## config.mk

```make
export PLATFORM = sky130hd
export DESIGN_NAME = wstep_top
export DESIGN_NICKNAME = d
export VERILOG_FILES = /design/src/rtl/wstep_pkg.sv /design/src/rtl/wstep_line_watch.sv /design/src/rtl/wstep_sat.sv /design/src/rtl/wstep_engine.sv /design/src/rtl/wstep_top.sv
export SDC_FILE = /design/constraint.sdc
export NUM_CORES = 1
export LEC_CHECK = 0
export CORE_MARGIN = 4
export CORE_UTILIZATION = 50
export CTS_BUF_LIST = sky130_fd_sc_hd__clkbuf_8
export DETAILED_ROUTE_END_ITERATION = 16
export PLACE_DENSITY = 0.82
export REMOVE_ABC_BUFFERS = 1
export SLEW_MARGIN = 20
export SYNTH_ARGS = -nofsm -noshare
export SYNTH_HDL_FRONTEND = slang
export SYNTH_SLANG_ARGS = --single-unit
```

## constraint.sdc

```tcl
create_clock -name clk -period 3 [get_ports clk]
set_input_delay 0.45 -clock clk [delete_from_list [all_inputs] [get_ports clk]]
set_output_delay 0.45 -clock clk [all_outputs]
set_load 0.03 [all_outputs]
```

## src/rtl/wstep_pkg.sv

```systemverilog
package wstep_pkg;
    typedef enum logic {
        MODE_IDLE = 1'b0,
        MODE_STEP = 1'b1
    } mode_e;
endpackage

```

## src/rtl/wstep_line_watch.sv

```systemverilog
module wstep_line_watch (
    input  logic clk,
    input  logic rst_n,
    input  logic scl_i,
    input  logic sda_i,
    output logic scl_rise_o,
    output logic scl_fall_o,
    output logic start_o,
    output logic stop_o
);
    typedef struct packed {
        logic scl;
        logic sda;
    } line_s;

    line_s line_d, line_q;

    always_comb begin
        line_d.scl = scl_i;
        line_d.sda = sda_i;
    end

    always_ff @(posedge clk or negedge rst_n) begin
        if (!rst_n) line_q <= '{scl: 1'b1, sda: 1'b1};
        else        line_q <= line_d;
    end

    // bus conditions only count while SCL was high in both samples
    assign scl_rise_o = scl_i & ~line_q.scl;
    assign scl_fall_o = ~scl_i & line_q.scl;
    assign start_o    = scl_i & line_q.scl & line_q.sda & ~sda_i;
    assign stop_o     = scl_i & line_q.scl & ~line_q.sda & sda_i;
endmodule

```

## src/rtl/wstep_sat.sv

```systemverilog
module wstep_sat #(
    parameter int WIDTH = 8
) (
    input  logic [WIDTH-1:0] cur_i,
    input  logic             up_i,
    output logic [WIDTH-1:0] nxt_o
);
    localparam logic [WIDTH-1:0] TOP = {WIDTH{1'b1}};
    localparam logic [WIDTH-1:0] ONE = WIDTH'(1);

    always_comb begin
        if (up_i) nxt_o = (cur_i == TOP) ? cur_i : cur_i + ONE;
        else      nxt_o = (cur_i == '0)  ? cur_i : cur_i - ONE;
    end
endmodule

```

## src/rtl/wstep_engine.sv

```systemverilog
module wstep_engine #(
    parameter int NPOT  = 2,
    parameter int WIDTH = 8,
    localparam int SELW = $clog2(NPOT)
) (
    input  logic             clk,
    input  logic             rst_n,
    input  logic             arm_i,
    input  logic [SELW-1:0]  pot_sel_i,
    input  logic             sda_i,
    input  logic             scl_rise_i,
    input  logic             scl_fall_i,
    input  logic             start_i,
    input  logic             stop_i,
    input  logic [WIDTH-1:0] stepped_i,
    output logic             active_o,
    output logic             step_o,
    output logic             step_up_o,
    output logic             dir_o,
    output logic [SELW-1:0]  pot_o,
    output logic [WIDTH-1:0] val_o
);
    import wstep_pkg::*;

    typedef struct packed {
        mode_e             mode;
        logic [SELW-1:0]   pot;
        logic              dir;
        logic              pend;
        logic              step;
        logic              up;
        logic [WIDTH-1:0]  val;
    } eng_s;

    eng_s eng_d, eng_q;

    always_comb begin
        eng_d      = eng_q;
        eng_d.step = 1'b0;
        unique case (eng_q.mode)
            MODE_IDLE: begin
                if (arm_i) begin
                    eng_d.mode = MODE_STEP;
                    eng_d.pot  = pot_sel_i;
                    eng_d.pend = 1'b0;
                end
            end
            MODE_STEP: begin
                if (start_i || stop_i) begin
                    eng_d.mode = MODE_IDLE;
                    eng_d.pend = 1'b0;
                end else if (scl_rise_i) begin
                    eng_d.pend = 1'b1;
                    eng_d.dir  = sda_i;
                end else if (scl_fall_i && eng_q.pend) begin
                    eng_d.pend = 1'b0;
                    eng_d.step = 1'b1;
                    eng_d.up   = eng_q.dir;
                    eng_d.val  = stepped_i;
                end
            end
            default: eng_d.mode = MODE_IDLE;
        endcase
    end

    always_ff @(posedge clk or negedge rst_n) begin
        if (!rst_n) eng_q <= '{mode: MODE_IDLE, default: '0};
        else        eng_q <= eng_d;
    end

    assign active_o  = (eng_q.mode == MODE_STEP);
    assign step_o    = eng_q.step;
    assign step_up_o = eng_q.up;
    assign dir_o     = eng_q.dir;
    assign pot_o     = eng_q.pot;
    assign val_o     = eng_q.val;

    // a step can never be followed directly by another
    p_single_pulse_r5: assert property (@(posedge clk) disable iff (!rst_n)
        eng_q.step |=> !eng_q.step);

    // steps only come out of the stepping mode
    p_step_needs_mode_r10: assert property (@(posedge clk) disable iff (!rst_n)
        eng_q.step |-> $past(eng_q.mode == MODE_STEP));

    // STOP ends the phase without a step
    p_stop_exit_r7: assert property (@(posedge clk) disable iff (!rst_n)
        (eng_q.mode == MODE_STEP && stop_i) |=> (eng_q.mode == MODE_IDLE && !eng_q.step));

    // START ends the phase without a step
    p_start_exit_r8: assert property (@(posedge clk) disable iff (!rst_n)
        (eng_q.mode == MODE_STEP && start_i) |=> (eng_q.mode == MODE_IDLE && !eng_q.step));

    // select stays latched during the phase
    p_pot_held_r2: assert property (@(posedge clk) disable iff (!rst_n)
        (eng_q.mode == MODE_STEP && $past(eng_q.mode == MODE_STEP)) |-> $stable(eng_q.pot));
endmodule

```

## src/rtl/wstep_top.sv

```systemverilog
module wstep_top #(
    parameter int NPOT  = 2,
    parameter int WIDTH = 8,
    localparam int SELW = $clog2(NPOT)
) (
    input  logic                  clk,
    input  logic                  rst_n,
    input  logic                  scl_i,
    input  logic                  sda_i,
    input  logic                  arm_i,
    input  logic [SELW-1:0]       pot_sel_i,
    input  logic [NPOT*WIDTH-1:0] wiper_i,
    output logic                  active_o,
    output logic                  step_o,
    output logic                  step_up_o,
    output logic [SELW-1:0]       step_pot_o,
    output logic [WIDTH-1:0]      wiper_nxt_o
);
    logic             scl_rise, scl_fall, start_det, stop_det;
    logic             dir_q;
    logic [WIDTH-1:0] cur_sel, stepped;
    logic [WIDTH-1:0] cur_arr [NPOT];

    for (genvar k = 0; k < NPOT; k++) begin : g_slice
        assign cur_arr[k] = wiper_i[k*WIDTH +: WIDTH];
    end

    assign cur_sel = cur_arr[step_pot_o];

    wstep_line_watch u_watch (
        .clk        (clk),
        .rst_n      (rst_n),
        .scl_i      (scl_i),
        .sda_i      (sda_i),
        .scl_rise_o (scl_rise),
        .scl_fall_o (scl_fall),
        .start_o    (start_det),
        .stop_o     (stop_det)
    );

    wstep_sat #(.WIDTH(WIDTH)) u_sat (
        .cur_i (cur_sel),
        .up_i  (dir_q),
        .nxt_o (stepped)
    );

    wstep_engine #(.NPOT(NPOT), .WIDTH(WIDTH)) u_eng (
        .clk        (clk),
        .rst_n      (rst_n),
        .arm_i      (arm_i),
        .pot_sel_i  (pot_sel_i),
        .sda_i      (sda_i),
        .scl_rise_i (scl_rise),
        .scl_fall_i (scl_fall),
        .start_i    (start_det),
        .stop_i     (stop_det),
        .stepped_i  (stepped),
        .active_o   (active_o),
        .step_o     (step_o),
        .step_up_o  (step_up_o),
        .dir_o      (dir_q),
        .pot_o      (step_pot_o),
        .val_o      (wiper_nxt_o)
    );

    // an upward step never lands on zero
    p_up_no_wrap_r6: assert property (@(posedge clk) disable iff (!rst_n)
        (step_o && step_up_o) |-> (wiper_nxt_o != '0));

    // a downward step never lands on all ones
    p_dn_no_wrap_r6: assert property (@(posedge clk) disable iff (!rst_n)
        (step_o && !step_up_o) |-> (wiper_nxt_o != {WIDTH{1'b1}}));
endmodule

```

==> impl_results.md <==
- DRT iter0 DRCs: 55
- CTS sink count: 16
- CP endpoint kind: flop
- Required @ worst endpoint: 3.18 ns
- Buf+Inv Stages, Crit Path: 1
- Residual DRC count: 0
- Hpwl dp: 2720 um
- Layout cells sized above 1: 9.94%
- Synthesized cell area: 1310 um^2
- Crit-path max FO: 11
- Clk_lat worst skew: 0.25 ns
- Number of global-route vias before repair: 1270
- Pre-Repair DR Iteration Count: 4
- Post_cts resized: 0
- Unrepaired setup endpoints after global routing: no
- Dpl ws: 0.194 ns
- Global-route wire length before repair: 5800 um
- Die Height: 59.2 um
- Worst Setup Start Kind: flop
- # setup viols final: 0
- GRT busiest layer: met2
- Fin crit period: 2.65 ns
- Initial antenna violation count: 0
- Ant diodes: 0
- Post-CTS Hold Buffers: 0
- Wirelength per Cell: 17.2 um
- Post-route worst setup slack: 0.349 ns
- Synthesized flop and latch total: 16
- Crit-path cells: mux2i_1, inv_1, ha_1, and2_1, a2111oi_0, a211oi_1, a21oi_1
- Synth unique cells: 51
- Clock root cell: clkbuf_8
- DIE AREA: 3510 um^2
- Rows: 18
- Predominant post-synthesis flop cell: dfrtp_1
- Met2 Usage GRT: 35.6%
- Gr usage total: 21.7%
- Die width: 59.2 um
- Vias per Instance: 6.06
- Gp weighted congestion: 0.955
- Power Dens Cells: 731 nW/um^2
- Setup TNS: 0 ns
- Max Slew Vio Count: 0
- Syn_area_per_cell: 8.92 um^2
- Crit path kind: reg2reg
- Final period util: 88.4%
- Met1 GRT Util: 27.3%
- Tightest Pin Transition: 0.694 ns
- Final Skew: 0.00468 ns
- Congestion Overflow GR: 0
- Relative slew slack: 52.4%
- H-tree levels: 1
- Post-CTS setup buffer count: 0
- Crit-path max cell delay: 0.61 ns
- DR vias: 1219
- Worst path slowest cell: dfrtp_1
- Yosys warns: 0
- DRT Wirelength: 3470 um
- Initial Util: 52.5%
- M3 GR Usage: 5.88%
- Input/output buffers: 33
- Nets: 197
- Max IR drop VDD: 0.000639 V
- Status: completed
- Critical path's top delay family: compound AO/OA/AOI/OAI gates
- Leak pwr: 0.633 nW
- Core area: 2500 um^2
- Reg clk slew, reported paths: 0.07 ns
- Largest net degree at the start of global routing: 17
- I/O Pins: 34
- Hold crit path type: reg2reg
- Area Overhead vs Synth: 25.6%
- Max cap viols: 0
- Fin. Hold Viols: 0
- TritonCTS Buffers: 3
- CTS tree: done
- FMAX: 377 MHz
- Detail Route Antenna Nets: 0
- Asr flop ratio synth: 100%
- Synth Instances: 147
- WP data arrival: 2.84 ns
- Post-synth EDFFs: 0
- Share of the yosys chip area belonging to registers: 30.7%
- Clk buf depth: 2
==> cell families after synthesis <==
family                   after synthesis  synth area share [%]
AO/OA/AOI/OAI                         39                  21.1
XOR/XNOR                               6                  4.01
adder cells (fa/ha/maj)                3                  2.86
buffers and inverters                 22                  9.54
flip-flops                            16                  30.7
multiplexers                          13                  10.8
AND/OR/NAND/NOR                       48                  21.0
==> cell usage after synthesis (all sizes together) (4+ instances only) <==
cell    count  area [um^2]
nor3        5         25.0
buf        12         87.6
a31oi       5         31.3
xnor2       4         35.0
dfrtp      14          350
mux2        6         67.6
nor2        9         33.8
and2        4         25.0
inv         8         30.0
nand3b      4         30.0
nand3       6         30.0
mux2i       7         73.8
o211ai      5         37.5
nand2       7         26.3
o21ai       7         38.8
a21oi       7         35.0
==> placed cells by master, fill, tap and decap left out, drive strengths merged, types with 4 or more instances in the layout <==
cell type      instances
a21oi                  7
a31oi                  5
and2                   4
clkbuf                 4
clkdlybuf4s50         33
dfrtp                 14
inv                    8
mux2                   6
mux2i                  7
nand2                  7
nand3                  6
nand3b                 4
nor2                   9
nor3                   5
o211ai                 5
o21ai                  7
xnor2                  4
==> report_power, final <==
| group | leakage (nW) | switching [mW] | total (mW) | internal (mW) |
|---|---|---|---|---|
| Sequential | 0.184 | 0.0632 | 0.352 | 0.289 |
| Combinational | 0.420 | 0.371 | 0.657 | 0.285 |
| Clock | 0.0288 | 0.0781 | 0.195 | 0.117 |
==> flip-flops by register name, indices dropped and copies added (netlist names) <==
register / flops
u_eng.pot_o: 1
u_eng.dir_o: 1
u_eng.active_o: 1
u_eng.step_o: 1
u_eng.step_up_o: 1
u_eng.eng_q: 1
u_watch.line_q: 2
u_eng.val_o: 8
==> cell type report <==
cell class | instances | area, um^2
Clock buffer | 4 | 55.1
Multi-Input combinational cell | 109 | 783
Timing Repair Buffer | 34 | 338
Sequential cell | 16 | 403
Tap cell | 30 | 37.5
Fill cell | 234 | 853
Inverter | 8 | 30.0
==> worst min-delay path: cells and delay by family, from the launching register on <==
kind | cells | cell delay [ns]
flops | 1 | 0.35
simple gates | 2 | 0.11
==> per-stage QoR <==
step / hold WS [ns] / instances / instance area [um^2] / power (mW) / util (%)
floorplan: 0.154 / 133 / 1220 / 0.751 / -
global placement: 0.467 / 197 / 1590 / 0.988 / 63.7
detailed placement: 0.477 / 197 / 1590 / 1.01 / 63.7
CTS: 0.492 / 201 / 1650 / 1.21 / 65.9
global route: 0.516 / 201 / 1650 / 1.28 / 65.9
finish: 0.496 / 201 / 1650 / 1.20 / 65.9
==> final timing paths <==
check | from | end | slack, ns | cells past startpoint
max in group asynchronous | rst_n | u_eng.dir_o$_DFFE_PN0P_ | 1.95 | 1
hold / removal | u_eng.val_o[0]$_DFFE_PN0P_ | u_eng.val_o[0]$_DFFE_PN0P_ | 0.50 | 2
setup / recovery | u_eng.pot_o$_DFFE_PN0P_ | u_eng.val_o[5]$_DFFE_PN0P_ | 0.35 | 7
setup reg to reg | u_eng.pot_o$_DFFE_PN0P_ | u_eng.val_o[5]$_DFFE_PN0P_ | 0.35 | 7
hold reg to reg | u_eng.val_o[0]$_DFFE_PN0P_ | u_eng.val_o[0]$_DFFE_PN0P_ | 0.50 | 2
min in group asynchronous | rst_n | u_eng.val_o[4]$_DFFE_PN0P_ | 0.61 | 1
==> per-layer routing <==
metal  part of all wire (%)  vias to the layer above
met3                    8.2                        2
met5                      0                        -
met2                     49                       62
li1                       -                      591
met4                   0.63                        0
met1                     42                      564
(Power assumes the default switching activity.)
